<file path="src/rtl/bso_pkg.sv">
package bso_pkg;
  typedef enum logic [1:0] {
    ST_IDLE  = 2'd0,
    ST_DELAY = 2'd1,
    ST_DISCH = 2'd2,
    ST_DONE  = 2'd3
  } bso_state_e;

  // slope k = 1 << shift
  function automatic logic [1:0] slope_shift(input logic [1:0] m);
    case (m)
      2'b01:   slope_shift = 2'd0;
      2'b10:   slope_shift = 2'd1;
      default: slope_shift = 2'd2;
    endcase
  endfunction
endpackage

</file>
<file path="src/rtl/bso_line_cnt.sv">
module bso_line_cnt #(
  parameter int LINE_DELAY = 42
) (
  input  logic clk,
  input  logic rst_n,
  input  logic run,
  input  logic tick,
  output logic done
);
  localparam int CNT_W = $clog2(LINE_DELAY + 1);
  localparam logic [CNT_W-1:0] LAST = CNT_W'(LINE_DELAY - 1);

  logic [CNT_W-1:0] cnt_q;

  assign done = run && tick && (cnt_q == LAST);

  always_ff @(posedge clk or negedge rst_n) begin
    if (!rst_n)            cnt_q <= '0;
    else if (!run)         cnt_q <= '0;
    else if (tick && !done) cnt_q <= cnt_q + 1'b1;
  end
endmodule

</file>
<file path="src/rtl/bso_ovs_calc.sv">
module bso_ovs_calc #(
  parameter int LVL_W     = 8,
  parameter int OVS_W     = 10,
  parameter int FRAC_BITS = 7
) (
  input  logic [LVL_W-1:0] ref_lvl,
  input  logic [LVL_W-1:0] lvl,
  input  logic [1:0]       shift,
  output logic [OVS_W-1:0] ovs_next,
  output logic             stop_hit
);
  localparam int NUM_W = LVL_W + FRAC_BITS;
  localparam logic [NUM_W-1:0] ONE_N = NUM_W'(1) << FRAC_BITS;

  logic [LVL_W-1:0] drop;
  logic [NUM_W-1:0] num, frac, scaled;
  logic [LVL_W+2:0] lvl_x5;

  always_comb begin
    drop   = (lvl >= ref_lvl) ? '0 : (ref_lvl - lvl);
    num    = {drop, {FRAC_BITS{1'b0}}};
    frac   = (ref_lvl == '0) ? ONE_N : (num / NUM_W'(ref_lvl));
    scaled = frac << shift;
    ovs_next = OVS_W'(ONE_N) + OVS_W'(scaled);
    lvl_x5 = {3'b000, lvl} + {1'b0, lvl, 2'b00};
    stop_hit = lvl_x5 <= {3'b000, ref_lvl};
  end
endmodule

</file>
<file path="src/rtl/bso_sequencer.sv">
module bso_sequencer
  import bso_pkg::*;
#(
  parameter int LVL_W      = 8,
  parameter int OVS_W      = 10,
  parameter int TRIG_LEVEL = 200,
  parameter int LINE_DELAY = 42
) (
  input  logic             clk,
  input  logic             rst_n,
  input  logic [1:0]       mode,
  input  logic [LVL_W-1:0] supply_lvl,
  input  logic             line_tick,
  input  logic             vtick,
  output logic             blank_force,
  output logic [OVS_W-1:0] ovs,
  output logic             discharge_en,
  output logic             hd_stop
);
  localparam int FRAC_BITS = 7;
  localparam logic [OVS_W-1:0] OVS_NOM  = OVS_W'(1 << FRAC_BITS);
  localparam logic [OVS_W-1:0] OVS_TRIG = OVS_W'((118 << FRAC_BITS) / 100);
  localparam logic [LVL_W-1:0] TRIG     = LVL_W'(TRIG_LEVEL);

  bso_state_e       state_q;
  logic [LVL_W-1:0] ref_q;
  logic [1:0]       shift_q;
  logic [OVS_W-1:0] ovs_q;
  logic             trig, delay_done, stop_hit;
  logic [OVS_W-1:0] ovs_calc;

  assign trig = (state_q == ST_IDLE) && (mode != 2'b00) && (supply_lvl < TRIG);

  bso_line_cnt #(.LINE_DELAY(LINE_DELAY)) u_lines (
    .clk   (clk),
    .rst_n (rst_n),
    .run   (state_q == ST_DELAY),
    .tick  (line_tick),
    .done  (delay_done)
  );

  bso_ovs_calc #(.LVL_W(LVL_W), .OVS_W(OVS_W), .FRAC_BITS(FRAC_BITS)) u_calc (
    .ref_lvl  (ref_q),
    .lvl      (supply_lvl),
    .shift    (shift_q),
    .ovs_next (ovs_calc),
    .stop_hit (stop_hit)
  );

  always_ff @(posedge clk or negedge rst_n) begin
    if (!rst_n) begin
      state_q <= ST_IDLE;
      ref_q   <= '0;
      shift_q <= '0;
      ovs_q   <= OVS_NOM;
    end else begin
      case (state_q)
        ST_IDLE: if (trig) begin
          state_q <= ST_DELAY;
          ref_q   <= supply_lvl;
          shift_q <= slope_shift(mode);
          ovs_q   <= OVS_TRIG;
        end
        ST_DELAY: if (delay_done) state_q <= ST_DISCH;
        ST_DISCH: begin
          if (stop_hit)   state_q <= ST_DONE;
          else if (vtick) ovs_q   <= ovs_calc;
        end
        default: state_q <= ST_DONE;
      endcase
    end
  end

  assign blank_force  = trig || (state_q != ST_IDLE);
  assign ovs          = ovs_q;
  assign discharge_en = (state_q == ST_DISCH) || (state_q == ST_DONE);
  assign hd_stop      = (state_q == ST_DONE);
endmodule

</file>
<file path="config.mk">
export PLATFORM = sky130hd
export DESIGN_NAME = bso_sequencer
export DESIGN_NICKNAME = d
export VERILOG_FILES = /design/src/rtl/bso_pkg.sv /design/src/rtl/bso_line_cnt.sv /design/src/rtl/bso_ovs_calc.sv /design/src/rtl/bso_sequencer.sv
export SDC_FILE = /design/constraint.sdc
export NUM_CORES = 1
export LEC_CHECK = 0
export BUFFER_PORTS_ARGS = -buffer_cell sky130_fd_sc_hd__buf_4
export CAP_MARGIN = 20
export CORE_ASPECT_RATIO = 0.6
export CORE_UTILIZATION = 35
export DETAILED_ROUTE_END_ITERATION = 6
export PLACE_DENSITY = 0.61
export SYNTH_ARGS = -nofsm -noshare
export SYNTH_HDL_FRONTEND = slang
export SYNTH_SLANG_ARGS = --single-unit
</file>
<file path="constraint.sdc">
create_clock -name clk -period 25.4 [get_ports clk]
set_input_delay 0 -clock clk [delete_from_list [all_inputs] [get_ports clk]]
set_output_delay 0 -clock clk [all_outputs]
set_load 0.05 [all_outputs]
</file>
== Yosys cells after proc, flatten, opt, wreduce, memory -nomap -nowiden ==
Index checks and enable logic that the tools add are counted.

* Bits in registers: 28
* Input port bits: 14
* Output and inout bits: 13
* Word-level logic and storage cells: 55

* Add/subtract/negate cells: 4
* Divide/modulo/power cells: 1
* $lt $le $gt $ge: 3
* Equality and inequality tests: 12
* Shifts and indexed selects: 1
* Muxes and demuxes: 13
* Reduce and logical (&&, ||, !) cells: 16

{| class="wikitable"
|+ Operators by type and width
! kind !! count
|-
| $mux 10 || 3
|-
| $pmux 10 s2 || 1
|-
| $div 15x8->15 || 1
|-
| $mux 15 || 1
|-
| $shl 15x2->10 || 1
|-
| $mux 6 || 2
|-
| $ne 2x2->1 const B || 6
|-
| $add 8x10->11 || 1
|-
| $le 11x8->1 || 1
|-
| $add 8x10->10 const A || 1
|-
| $ge 8x8->1 || 1
|-
| $logic_not 8->1 || 1
|-
| $lt 8x8->1 const B || 1
|-
| $mux 8 || 1
|-
| $sub 8x8->8 || 1
|-
| $add 6x1->6 const B || 1
|-
| $eq 2x2->1 const B || 3
|-
| $eq 6x6->1 const B || 1
|-
| $mux 2 || 3
|-
| $pmux 2 s3 || 1
|-
| $reduce_bool 2->1 || 3
|-
| $logic_and 1x1->1 || 5
|-
| $eq 2x1->1 const B || 2
|-
| $pmux 2 s2 || 1
|-
| other kinds (6) || 7
|}

== Depth between registers and ports, before layout ==
* Word-level depth: 9
* Depth in mapped cells: 144
* Depth with buffers taken out: 141

== Modules after synthesis ==
A second synthesis with hierarchy kept.

* Cells, all modules: 1,018
* Area total of the unflattened synthesis: 7,721.2 um2

{| class="wikitable"
|+ Modules (own cells, without submodules)
! module !! instances !! cells each !! area an instance (um2) !! sequential area each (um2)
|-
| bso_ovs_calc || 1 || 888 || 6,343.6 || 0.0
|-
| bso_sequencer || 1 || 91 || 974.7 || 551.8
|-
| bso_line_cnt || 1 || 39 || 402.9 || 150.1
|}

== Worst setup path before layout ==
No wires, ideal clock.

* Path kind: register -> register
* Start point: register ref_q[0]
* End point: register ovs_q[3] (netlist: ovs[3])
* Setup time: 0.135 ns
* Arrival: 26.611 ns
* Data required time: 25.265 ns
* Path slack: -1.347 ns
* Cell stages (with the launch flop): 134
* Buffers on the path: 3
* Clock period less this slack: 26.747 ns
* Path through: dfrtp_1 > clkbuf_1 > clkinv_1 > ha_1 > inv_1 > fa_1 > a21o_1 > a221oi_1 > mux2_2 > or3_1 > inv_1 > ha_1 > o21a_1 > o211ai_1 > or3b_1 > o21a_1 > inv_1 > ha_1 > (+98 left out) > nand4_2 > buf_2 > and2_1 > ha_1 > a21o_1 > a21oi_1 > nor2b_1 > o21ai_0 > nand2b_1 > a21oi_1 > nor2b_1 > o21ai_0 > nand2_1 > a311o_1 > a211oi_2 > nand4_2 > o221ai_1 > a22oi_1

* Cells in the longest elaborated chain, start to end: 9
* Elaborated cells on any way between the ends: 14
* Those cells by class: add/sub: 2; div: 1; order compare: 2; eq/ne: 1; shift: 1; mux: 5; reduce/logical: 2

{| class="wikitable"
|+ RTL lines
! element !! RTL line !! RTL
|-
| start: declaration || bso_sequencer.sv:26 || <nowiki>logic [LVL_W-1:0] ref_q;</nowiki>
|-
| start signal: assignment || bso_sequencer.sv:60 || <nowiki>ref_q <= supply_lvl;</nowiki>
|-
| $sub 8x8->8 / $ge 8x8->1 (equally long branches) || bso_ovs_calc.sv:20 || <nowiki>drop = (lvl >= ref_lvl) ? '0 : (ref_lvl - lvl);</nowiki>
|-
| $mux 8 || bso_ovs_calc.sv:20 ||
|-
| $div 15x8->15 || bso_ovs_calc.sv:22 || <nowiki>frac = (ref_lvl == '0) ? ONE_N : (num / NUM_W'(ref_lvl));</nowiki>
|-
| $mux 15 || bso_ovs_calc.sv:22 ||
|-
| $shl 15x2->10 || bso_ovs_calc.sv:23 || <nowiki>scaled = frac << shift;</nowiki>
|-
| $add 8x10->10 || bso_ovs_calc.sv:24 || <nowiki>ovs_next = OVS_W'(ONE_N) + OVS_W'(scaled);</nowiki>
|-
| $mux 10 || bso_sequencer.sv:67 || <nowiki>else if (vtick) ovs_q <= ovs_calc;</nowiki>
|-
| $mux 10 || bso_sequencer.sv:66 || <nowiki>if (stop_hit) state_q <= ST_DONE;</nowiki>
|-
| $pmux 10 s2 || bso_sequencer.sv:57 || <nowiki>case (state_q)</nowiki>
|-
| end signal: assignment || bso_sequencer.sv:67 ||
|-
| end: declaration || bso_sequencer.sv:28 || <nowiki>logic [OVS_W-1:0] ovs_q;</nowiki>
|}

Parallel ways exist; a longest one is shown, timed or not. The select of a mux whose other input is x is not followed.
A chain may end at the register's enable or synchronous reset.

== Final worst setup path ==
* Start point: register ref_q[0]
* End point: register ovs_q[2] (netlist: ovs[2])

Same word-level chain as after synthesis.

==> out/qor.csv <==
stage,metric,value,unit
synth,synth_ff_type,dfrtp_1,
final_layout,antenna_cells,0,
synth,synth_compound_area_share,32.47,%
timing,tightest_slew,0.8624,ns
drt,drt-total-wl,26150,um
drt,wl_per_cell,17.98,um
final_layout,area_growth,32.76,%
floorplan,dieArea,0.02277,mm^2
worst_setup_path,rr_worst_depth,134,
timing,slew_headroom,42.06,%
synth,synth.ff_latch_count,28,
grt,grt_pass1_wl,40450,um
timing,setup_viol,0,
drt,vias_per_cell,5.798,
drt,antenna_left,0,
timing,fmax,40.57,MHz
synth,seq_area_frac_synth,9.053,%
clock_tree,h-tree-depth,1,
grt,grt_max_degree,29,
floorplan,core_area,0.02134,mm^2
worst_setup_path,arrival,24.77,ns
grt,first_global_vias,7513,
timing,finClkSkew,0.001118,ns
final_layout,nFillCells,2038,
synth,synthSimpleGateAreaFrac,22.79,%
placement,placed_cell_area,0.008915,mm^2
synth,syn-num-nets,1149,
grt,grt_antenna_before_repair,0,
final_layout,layoutNonFillerInstCount,1454,
worst_setup_path,r2r_slack,0.75,ns
timing,worst_slack,0.7531,ns
hold_path,hold_path_class,in2reg,
floorplan,pin_count,27,
clock_tree,cts-root-buf,clkbuf_16,
synth,synth_top_family_by_area,compound AO/OA/AOI/OAI gates,
synth,synth.mux.area_fraction,6.197,%
synth,yosys.area_share.adder,19.17,%
worst_setup_path,slowest_stage,dfrtp_1,
worst_setup_path,path_max_fanout,8,
synth,yosysUniqueCellTypes,108,
worst_setup_path,reg2reg_from,ref_q[0],
timing,finalHoldViolations,0,
hold_path,hold_end,ref_q[2],
synth,async_flop_share,100.0,%
clock_tree,insertion_delay,0.26,ns
worst_setup_path,cpMostUsedCell,a21oi_2,
clock_tree,ctsLongestPathBuffers,2,
timing,holdWs,0.004529,ns
synth,syn_inst,1018,
floorplan,die_w,194.2,um
floorplan,rows,41,
synth,synth_edf_count,0,
synth,syn-cell-area,0.007754,mm^2
worst_setup_path,worstSetupEndpointType,register,
final_layout,drive_gt1_share,31.83,%
floorplan,die_y,117.3,um
hold_path,hold_path_depth,3,
drt,drc,0,
grt,grt.total_usage,22.06,%
clock_tree,clock_sinks,28,
final_layout,final_cell_mix,"buf_4, ha_1, nand2_1",
floorplan,start_util,36.33,%
timing,drv_slew,0,
run,maxCapViolations,0,
hold_path,min-delay-start,supply_lvl[2],
final_layout,final_common_cell,buf_4,
placement,numPortBuffers,26,
timing,period_minus_slack,24.65,ns
placement,placed_cells,1391,
worst_setup_path,r2r_end,ovs[2],
grt,gr-total-overflow,0,
drt,first_pass_iters,5,
worst_setup_path,worstPathRequired,25.52,ns
drt,drtIter0Drc,629,
final_layout,fin_nets,1307,
worst_setup_path,max_stage_delay,0.41,ns
clock_tree,numCtsBuffers,3,
worst_setup_path,startpoint_type,register,
synth,synth.avg_cell_area,7.617,um^2
placement,place.gp.congestion,0.9166,
synth,synth-xor-area-share,6.439,%
run_status,status,finished clean,
drt,vias,8431,
placement,hpwlAfterDp,19940,um
timing,period_share,97.03,%
timing,rsz0062_at_grt,true,
synth,ys_warn_count,0,
placement,pre_cts_ws,-1.034,ns
clock_tree,cts_tree,done,
worst_setup_path,critPathKind,reg2reg,
clock_tree,clk_pin_slew,0.07,ns
final_layout,fin_area,0.01029,mm^2
## per-stage QoR
| stage | util, % | TNS [ns] |
|---|---|---|
| final | 48.24 | 0 |
| after global routing | 48.24 | -1.932 |
| after CTS | 43.67 | 0 |
| after detailed placement | 41.77 | -3.815 |
| after global placement | 41.74 | -3.399 |
| after floorplan | - | 0 |
## cell type report
cell class	count	area (um^2)	share of cell area [%]
clock buffer	4	88.84	0.8630
tap	279	349.1	3.391
inverter	60	230.2	2.237
multi-input combinational	914	7600	73.83
sequential	28	701.9	6.819
timing repair buffer	169	1324	12.86
## flip-flops by register name (all words and copies together), names as in the netlist
signal	cells
ovs	10
ref_q	8
shift_q	2
state_q	2
u_lines.cnt_q	6
## worst max-delay path by stage
stage	endpoint	slack [ns]	startpoint
final	ovs[2]	0.75	ref_q[0]
after global routing	ovs[2]	-0.50	ref_q[0]
after CTS	ovs[3]	0.01	ref_q[0]
after detailed placement	ovs[3]	-1.03	ref_q[0]
after global placement	ovs[3]	-0.91	ref_q[0]
after floorplan	ovs[3]	0.02	ref_q[0]
## cells in the mapped netlist (all sizes together) (10+ instances only)
cell type  number  area (um^2)
nor3           26        156.4
nor2           89        334.1
a211oi         11        105.1
nor2b          21        131.4
nand2b         24        150.1
nand3          16        85.08
nand4          11        81.32
a31oi          16        100.1
o211ai         24        185.2
dfrtp          27        675.7
mux2           26        304.0
o21a           27        202.7
o21ai          81        420.4
xnor2          32        280.3
inv            58        217.7
a21o           25        195.2
clkbuf         10        37.54
a21oi          90        461.7
ha            114         1426
or3            17        111.4
xor2           25        219.0
mux2i          16        176.4
nand2          80        305.3
## critical path: cells and delay by family, from the launching register on
| kind | cells | cell delay, ns |
|---|---|---|
| multiplexers | 7 | 2.02 |
| AO/OA/AOI/OAI | 61 | 11.15 |
| adder cells (fa/ha/maj) | 16 | 3.89 |
| flip-flops | 1 | 0.41 |
| AND/OR/NAND/NOR | 39 | 5.79 |
| buffers and inverters | 11 | 1.21 |
## metal layers
layer	vias up	global-route usage (%)	part of all wire [%]
met5	-	0	0
met3	12	3.496	8.3
met4	0	1.852	0.46
met2	283	31.06	38
met1	3976	35.29	53
li1	4160	-	-
## logic make-up (layout without fill, tap and decap cells)
| logic type | count (synthesis) | after routing |
|---|---|---|
| compound gates | 362 | 362 |
| xor+xnor | 57 | 57 |
| fa+ha+maj | 117 | 117 |
| buf+inv | 76 | 233 |
| flops | 28 | 28 |
| mux | 42 | 42 |
| simple gates | 336 | 336 |
## repair_timing
| item | 4_1_cts | 5_1_grt |
|---|---|---|
| pin swaps | 33 | 99 |
| buffers inserted | 16 | 41 |
| hold buffers | 2 | 0 |
| resized for setup | 39 | 141 |
| endpoints found under the hold margin | 29 | 0 |
| setup endpoints to repair | 4 | 5 |
Power is not shown: default switching activity piles up to over one toggle a cycle in this logic, so the estimate is an artifact.
